`src/rtl/hw_halt_pkg.sv`:
```
package hw_halt_pkg;
  localparam int CAUSE_W = 3;
  localparam int NUM_SRC = 4;

  typedef enum logic [CAUSE_W-1:0] {
    WC_NONE  = 3'd0,
    WC_RESET = 3'd1,
    WC_INIT  = 3'd2,
    WC_NMI   = 3'd3,
    WC_DEBUG = 3'd4,
    WC_IRQ   = 3'd5
  } wake_cause_e;
endpackage

```
`src/rtl/hw_wake_arb.sv`:
```
// Fixed-priority pick among wake sources; index 0 has the highest priority.
// Code of source i is i + CODE_BASE.
module hw_wake_arb
  import hw_halt_pkg::*;
#(
  parameter int SRC_N     = NUM_SRC,
  parameter int CODE_BASE = 2
) (
  input  logic [SRC_N-1:0]   req,
  output logic               hit,
  output logic [CAUSE_W-1:0] code
);
  always_comb begin
    hit  = |req;
    code = WC_NONE;
    for (int i = SRC_N - 1; i >= 0; i--) begin
      if (req[i]) code = CAUSE_W'(i + CODE_BASE);
    end
  end
endmodule

```
`src/rtl/hw_halt_reg.sv`:
```
module hw_halt_reg
  import hw_halt_pkg::*;
(
  input  logic               clk,
  input  logic               rst_n,
  input  logic               halt_strobe,
  input  logic               wake_hit,
  input  logic [CAUSE_W-1:0] wake_code,
  output logic               halted,
  output logic [CAUSE_W-1:0] cause
);
  always_ff @(posedge clk or negedge rst_n) begin
    if (!rst_n) begin
      halted <= 1'b0;
      cause  <= WC_RESET;
    end else if (halted) begin
      if (wake_hit) begin
        halted <= 1'b0;
        cause  <= wake_code;
      end
    end else if (halt_strobe) begin
      halted <= 1'b1;
      cause  <= WC_NONE;
    end
  end

  // a strobe while running enters halt
  a_r2_enter_halt: assert property (@(posedge clk) disable iff (!rst_n)
    (!halted && halt_strobe) |=> (halted && cause == WC_NONE));
  // no wake keeps the core halted
  a_r3_stay_halted: assert property (@(posedge clk) disable iff (!rst_n)
    (halted && !wake_hit) |=> halted);
  // cause held while running without a strobe
  a_r10_cause_held: assert property (@(posedge clk) disable iff (!rst_n)
    (!halted && !halt_strobe) |=> (!halted && $stable(cause)));
endmodule

```
`src/rtl/hw_halt_ctrl.sv`:
```
module hw_halt_ctrl
  import hw_halt_pkg::*;
(
  input  logic               clk,
  input  logic               rst_n,
  input  logic               halt_strobe,
  input  logic               int_en,
  input  logic               irq,
  input  logic               nmi,
  input  logic               dbg_evt,
  input  logic               init_local,
  input  logic               init_global,
  output logic               halted,
  output logic               fetch_en,
  output logic [CAUSE_W-1:0] wake_cause
);
  logic [NUM_SRC-1:0] wake_req;
  logic               wake_hit;
  logic [CAUSE_W-1:0] wake_code;

  // priority order: init, nmi, debug, enabled irq
  assign wake_req = {irq & int_en, dbg_evt, nmi, init_local | init_global};

  hw_wake_arb #(.SRC_N(NUM_SRC), .CODE_BASE(2)) u_arb (
    .req  (wake_req),
    .hit  (wake_hit),
    .code (wake_code)
  );

  hw_halt_reg u_state (
    .clk         (clk),
    .rst_n       (rst_n),
    .halt_strobe (halt_strobe),
    .wake_hit    (wake_hit),
    .wake_code   (wake_code),
    .halted      (halted),
    .cause       (wake_cause)
  );

  assign fetch_en = ~halted;

  // masked irq alone never wakes
  a_r5_masked_irq: assert property (@(posedge clk) disable iff (!rst_n)
    (halted && irq && !int_en && !nmi && !dbg_evt && !init_local && !init_global)
      |=> halted);
  // nmi wakes regardless of int_en
  a_r6_nmi_wakes: assert property (@(posedge clk) disable iff (!rst_n)
    (halted && nmi) |=> (!halted && fetch_en));
  // init wins every collision
  a_r8_init_first: assert property (@(posedge clk) disable iff (!rst_n)
    (halted && (init_local || init_global)) |=> (wake_cause == WC_INIT));
  // enabled irq alone gives the irq code
  a_r4_irq_code: assert property (@(posedge clk) disable iff (!rst_n)
    (halted && irq && int_en && !nmi && !dbg_evt && !init_local && !init_global)
      |=> (wake_cause == WC_IRQ));
endmodule

```
`config.mk`:
```
export PLATFORM = sky130hd
export DESIGN_NAME = hw_halt_ctrl
export DESIGN_NICKNAME = d
export VERILOG_FILES = /design/src/rtl/hw_halt_pkg.sv /design/src/rtl/hw_wake_arb.sv /design/src/rtl/hw_halt_reg.sv /design/src/rtl/hw_halt_ctrl.sv
export SDC_FILE = /design/constraint.sdc
export NUM_CORES = 1
export LEC_CHECK = 0
export ABC_AREA = 1
export BUFFER_PORTS_ARGS = -buffer_cell sky130_fd_sc_hd__buf_2
export CAP_MARGIN = 20
export CORE_AREA = 2 2 39 41
export CTS_BUF_LIST = sky130_fd_sc_hd__clkbuf_8
export DETAILED_ROUTE_END_ITERATION = 8
export DIE_AREA = 0 0 41 43
export PLACE_DENSITY = 0.37
export SETUP_SLACK_MARGIN = 0.02
export SLEW_MARGIN = 20
export SYNTH_ARGS = -nofsm -noshare
export SYNTH_HDL_FRONTEND = slang
export SYNTH_SLANG_ARGS = --single-unit
export TNS_END_PERCENT = 1
```
`constraint.sdc`:
```
create_clock -name clk -period 2.3 [get_ports clk]
set_input_delay 0.23 -clock clk [delete_from_list [all_inputs] [get_ports clk]]
set_output_delay 0.23 -clock clk [all_outputs]
set_load 0.01 [all_outputs]
```
==> results of run 1 <==
==> where the power goes <==
part | leakage (nW) | internal [mW] | switching, mW
Sequential | 0.0486 | 0.0955 | 0.0248
Clock | 0.0269 | 0.114 | 0.0392
Combinational | 0.121 | 0.0489 | 0.0647
Total | 0.196 | 0.258 | 0.129
==> cells in the final DEF, fill, tap and decap left out <==
master | synthesis | layout
inv_1 | 2 | 3
nand3_1 | 1 | 1
inv_2 | 1 | 1
dlygate4sd3_1 | 0 | 1
clkbuf_8 | 0 | 3
nor2_2 | 1 | 1
nand2_1 | 7 | 7
dfrtp_1 | 3 | 3
buf_2 | 0 | 13
dfstp_2 | 1 | 1
nand4_1 | 4 | 4
o21ai_0 | 1 | 1
o211a_1 | 1 | 1
nand2_2 | 2 | 2
==> final cells by class <==
type | count | area [um^2] | share of cell area (%)
multi-input cells | 17 | 90.1 | 26.3
inverters | 3 | 11.3 | 3.28
flip-flops and latches | 4 | 101 | 29.6
clock inverters | 1 | 3.75 | 1.09
repair buffers | 14 | 75.1 | 21.9
well taps | 16 | 20.0 | 5.84
clock buffers | 3 | 41.3 | 12.0
==> routing by layer <==
metal | GRT usage [%] | wire (um) | share of wire (%) | vias up
met5 | 0 | 0 | 0 | -
met4 | 12.0 | 23 | 4.3 | 0
met3 | 1.57 | 45 | 8.4 | 3
met2 | 9.38 | 250 | 47 | 13
met1 | 9.65 | 217 | 40 | 98
li1 | - | - | - | 116
==> cell families (layout without fill, tap and decap cells) <==
group / after synthesis / after routing / synth area share [%]
simple gates: 15 / 15 / 37.0
flops: 4 / 4 / 50.0
buf+inv: 3 / 21 / 5.56
compound gates: 2 / 2 / 7.41
==> flip-flops by register name, summed over array words and instances (netlist names) <==
signal / count
u_state.cause: 3
u_state.halted: 1
==> critical path: cells and delay by family, from the launching register on <==
family | cells | cell delay (ns)
buffers and inverters | 2 | 0.20
flip-flops | 1 | 0.46
==> metrics by stage <==
stage	total power [mW]	setup slack (ns)	std cells	utilization [%]
finish	0.387	1.18	58	24.8
global route	0.419	1.11	58	24.8
CTS	0.396	1.17	58	24.8
detailed placement	0.237	1.39	53	20.8
global placement	0.237	1.39	53	20.8
floorplan	0.184	1.43	24	-
==> what timing repair did <==
action	CTS	global route
hold buffers	1	0
endpoints found under the hold margin	4	0
gates resized for setup	0	0
==> path summary, 6_finish.rpt <==
| kind | from | to | slack [ns] | cells after the start |
|---|---|---|---|---|
| worst max-delay path | u_state.halted | fetch_en | 1.18 | 2 |
| worst min-delay path | halt_strobe | u_state.halted | 0.26 | 2 |
| worst max register to register | u_state.halted | u_state.cause[2] | 1.40 | 3 |
| worst min register to register | u_state.cause[0] | u_state.cause[0] | 0.49 | 2 |
| max in group asynchronous | rst_n | u_state.cause[0] | 1.75 | 2 |
| min in group asynchronous | rst_n | u_state.halted | 0.35 | 2 |
==> cells in the mapped netlist (all sizes together) <==
| cell type | n | share of area [%] |
|---|---|---|
| dfrtp | 3 | 37 |
| dfstp | 1 | 13 |
| inv | 3 | 5.6 |
| nand2 | 9 | 19 |
| nand3 | 1 | 2.5 |
| nand4 | 4 | 12 |
| nor2 | 1 | 3.1 |
| o211a | 1 | 4.9 |
| o21ai | 1 | 2.5 |
==> impl_metrics.toml, run 1 <==
[outcome]
status = "complete, no violations"

[logic_synthesis]
synth_area_um2 = 203
synth-seq-cells = 4
synth_cell_types = 11
ys_warn_count = 0
synthesis.nets = 33
avgSynthCellArea_um2 = 8.45
synthCells = 24
yosysSeqAreaShare_pct = 50.0

[worst_setup_path]
crit_slowest_cell = "dfrtp_1"
cpPeakStageDelay_ns = 0.46
critical_path_arrival_ns = 0.89
path_cells = "inv_2 -> buf_2"
cp-start-kind = "flip-flop"
required_ns = 2.07
end_kind = "primary output"
critPathMaxFanout = 7
path_class = "reg2out"

[clock_tree]
htreeDepth = 1
cts_tree = "yes"
clkSinkCount = 4
cts-buffers-inserted = 3
root_buffer = "clkbuf_8"
post_cts_buffers = 0
cts_buffer_depth = 2
clk_pin_slew_worst_paths_ns = 0.03
clkLatencyLatePin_ns = 0.22

[detailed_routing]
antenna_left = 0
dr.first_iter.drc_count = 2
via_count = 230
wirelength_um = 537
drc = 0
viasPerCell = 3.97
wl_per_cell_um = 9.26
first_pass_iters = 4

[layout]
area_growth_pct = 69.1
nets = 52
antenna_cells = 0
design_area_um2 = 343
layout-drive-gt1-share_pct = 50.0
fill_cells = 165

[placement]
dpl_cell_area_um2 = 288
hpwl_um = 445
io_buffers = 13
place.gp.congestion = 0.654

[sta]
worstMarginPinSlew_ns = 0.244
period_minus_slack_ns = 1.12
drv_slew = 0
grt_setup_unrepaired = "no"
slew_headroom_pct = 83.7
fmax_mhz = 895
fin_hold_ws_ns = 0.263
period_share_pct = 48.6
fin_worst_skew_ns = 0.00285
tns_ns = 0
setup_violations = 0
hold_violations = 0

[global_routing]
grt_util_all_layers_pct = 8.13
grt_overflow_total = 0
grt_max_degree = 8
grt_first_pass_wirelength_um = 876
grt_pass1_vias = 221
antenna_found_initial = 0

[pwr]
power_density_nw_per_um2 = 1130
leakagePower_nw = 0.196
ir_drop_uv = 206

[die]
die_h_um = 43
die_area_um2 = 1760
fp.coreArea_um2 = 1380
rows = 14
ios = 14
start_util_pct = 14.6
die_w_um = 41

[run]
cap_violations = 0

[worst_hold_path]
hold_path_class = "in2reg"
(Power assumes the default switching activity.)
==> run 2: changes to the inputs <==
--- a/config.mk
+++ b/config.mk
@@ -5,14 +5,14 @@
 export SDC_FILE = /design/constraint.sdc
 export NUM_CORES = 1
 export LEC_CHECK = 0
-export ABC_AREA = 1
+export ABC_AREA = 0
 export BUFFER_PORTS_ARGS = -buffer_cell sky130_fd_sc_hd__buf_2
 export CAP_MARGIN = 20
 export CORE_AREA = 2 2 39 41
 export CTS_BUF_LIST = sky130_fd_sc_hd__clkbuf_8
 export DETAILED_ROUTE_END_ITERATION = 8
 export DIE_AREA = 0 0 41 43
-export PLACE_DENSITY = 0.37
+export PLACE_DENSITY = 0.36
 export SETUP_SLACK_MARGIN = 0.02
 export SLEW_MARGIN = 20
 export SYNTH_ARGS = -nofsm -noshare
==> constraint.sdc (replaced) <==
create_clock -name clk -period 1.09 [get_ports clk]
set_input_delay 0.109 -clock clk [delete_from_list [all_inputs] [get_ports clk]]
set_output_delay 0.109 -clock clk [all_outputs]
set_load 0.01 [all_outputs]
==> run 2 against run 1 <==
Compared with the run above:
- the flow now finishes with violations (setup timing)
- cell count fell by 3.4%
- total power up 49%
- clock-buffer cell count stayed put
- combinational power shrank 26%
- worst setup slack lost 1.2 ns
- flip-flop and latch count is the same
- critical path depth is 1 higher
- synthesized area down 1.9%
- clock power is 110% higher
==> impl_metrics.toml, run 2 <==
[outcome]
status = "complete, but fails checks"
violations = "setup timing"

[worst_setup_path]
reg2regPathDepth = 3
critical_path_arrival_ns = 1.26
critPathMaxFanout = 4
required_ns = 1.22
end_kind = "flip-flop"
cp-start-kind = "flip-flop"
path_class = "reg2reg"

[clock_tree]
clkLatencyLatePin_ns = 0.22
root_buffer = "clkbuf_8"
cts_buffer_depth = 2
clkSinkCount = 4
post_cts_buffers = 0
htreeDepth = 1
clk_pin_slew_worst_paths_ns = 0.03
cts_tree = "yes"
cts-buffers-inserted = 3

[global_routing]
grt_first_pass_wirelength_um = 917
grt_util_all_layers_pct = 8.06
grt_overflow_total = 0
grt_max_degree = 9
grt_pass1_vias = 239
antenna_found_initial = 0

[layout]
final_common_cell = "buf_2"
fill_cells = 162
regMostFlops = "u_state.cause"
antenna_cells = 0
final_cell_mix = "buf_2, inv_1, a21oi_1, clkbuf_8"
layout-drive-gt1-share_pct = 57.5
multi_input_area_um2 = 98.8
area_growth_pct = 81.1
largestRegisters = "u_state.cause x3, u_state.halted x1"
regArea_um2 = 103
nets = 50
largest_reg_flops = 3
design_area_um2 = 360
fin_util_pct = 26.0

[pwr]
power_density_nw_per_um2 = 1600
ir_drop_uv = 385
total_power_mw = 0.575
p_int_mw = 0.443
seqPwrFrac_pct = 29.5
leakagePower_nw = 0.176
p_switching_mw = 0.132
clockPowerShare_pct = 55.7
pwr-share-comb_pct = 14.7
p_sw_share_pct = 23.0

[placement]
dpl_worst_slack_ns = -0.0424
io_buffers = 13
place.gp.congestion = 0.634
dpl_cell_area_um2 = 297

[detailed_routing]
drc = 0
dr.first_iter.drc_count = 0
first_pass_iters = 1
viasPerCell = 4.25
antenna_left = 0
via_count = 238
wirelength_um = 627
wl_per_cell_um = 11.2

[sta]
drv_slew = 0
worstMarginPinSlew_ns = 0.306
hold_violations = 0
grt_setup_unrepaired = "yes"
slew_headroom_pct = 79.6
period_minus_slack_ns = 1.12
finalWorstSetupSlack_ns = -0.0336
period_share_pct = 103
fin_worst_skew_ns = 0.00539
setup_violations = 2
fin_hold_ws_ns = 0.0698
fmax_mhz = 890

[run]
cap_violations = 0

[logic_synthesis]
synthTopCellsByArea = "dfrtp_1, dfstp_2, a21oi_1"
synth-main-ff-cell = "dfrtp_1"
synthesis.nets = 30
ys_top_cells_by_count = "a21oi_1, dfrtp_1, inv_1, nor2_1"
yosysSeqAreaShare_pct = 50.9
synth_edf_count = 0
synth_cell_types = 13
avgSynthCellArea_um2 = 9.47
synth_top_cell_area_share_pct = 37.7
ys_async_sr_fraction_pct = 100
synth-seq-cells = 4
ys_warn_count = 0
synth_most_common_cell = "a21oi_1"
yosys.area.top_type = "dfrtp_1"
synthCells = 21
synth_area_um2 = 199

[die]
ios = 14
die_h_um = 43
start_util_pct = 14.4
die_area_um2 = 1760
fp.coreArea_um2 = 1380
die_w_um = 41
rows = 14

[worst_hold_path]
hold_depth = 2
hold_path_class = "in2reg"
## run 2: changes by cell type after synthesis, moves of 2 or more
cell     before  now
nand2_2       2    0
nand2_1       7    1
nand4_1       4    0
nor2_1        0    2
a21oi_1       0    4
## run 2: area by class of cell
class / count / area share (%)
clock buffer: 3 / 11.5
inverter: 3 / 3.12
multi-input combinational: 14 / 27.4
tap: 16 / 5.56
timing repair buffer: 15 / 22.9
clock inverter: 1 / 1.04
sequential: 4 / 28.5
## run 2: kinds of logic (layout without fill, tap and decap cells)
logic type / count (synthesis) / in the layout / share of synthesized area, %
compound gates: 9 / 9 / 27.0
simple gates: 5 / 5 / 16.4
flops: 4 / 4 / 50.9
buf+inv: 3 / 22 / 5.66
## run 2: per-stage QoR
stage / instances / setup TNS [ns]
6_report: 56 / -0.0589
5_1_grt: 56 / -0.181
4_1_cts: 56 / -0.0625
3_5_place_dp: 51 / -0.0503
3_3_place_gp: 51 / -0.0470
2_1_floorplan: 21 / -0.231
## run 2: what timing repair did
action / 4_1_cts / 5_1_grt
resized for setup: 1 / 1
pin swaps: 1 / 0
endpoints found under the setup margin: 2 / 5
hold endpoints to repair: 4 / 0
cloned: 0 / 0
hold buffers: 1 / 0
## run 2: final timing paths
| kind | start | slack, ns | end |
|---|---|---|---|
| max | u_state.halted | -0.03 | u_state.cause[2] |
| min | dbg_evt | 0.07 | u_state.cause[0] |
| max reg2reg | u_state.halted | -0.03 | u_state.cause[2] |
| min reg2reg | u_state.cause[2] | 0.51 | u_state.cause[2] |
| max in group asynchronous | rst_n | 0.66 | u_state.cause[0] |
| min in group asynchronous | rst_n | 0.22 | u_state.cause[1] |
## run 2: per-layer routing
layer | vias up | routed length [um] | track usage [%] | share of wire [%]
met5 | - | 0 | 0 | 0
met4 | 0 | 14 | 6.00 | 2.2
met3 | 2 | 71 | 3.14 | 11
met2 | 15 | 267 | 12.2 | 43
met1 | 107 | 273 | 8.47 | 44
li1 | 114 | - | - | -
## run 2: power by group through the flow
stage          combinational [mW]  sequential [mW]  clock [mW]
2_1_floorplan              0.0250            0.180           0
3_3_place_gp               0.0778            0.171           0
3_5_place_dp               0.0793            0.171           0
4_1_cts                    0.0846            0.170       0.333
5_1_grt                    0.0942            0.172       0.342
6_report                   0.0848            0.170       0.320
## run 2: worst max-delay path: stages (launching register included)
cell       delay (ns)
dfrtp_2          0.34
or4b_4           0.50
o21ai_2          0.08
o2bb2ai_1        0.12
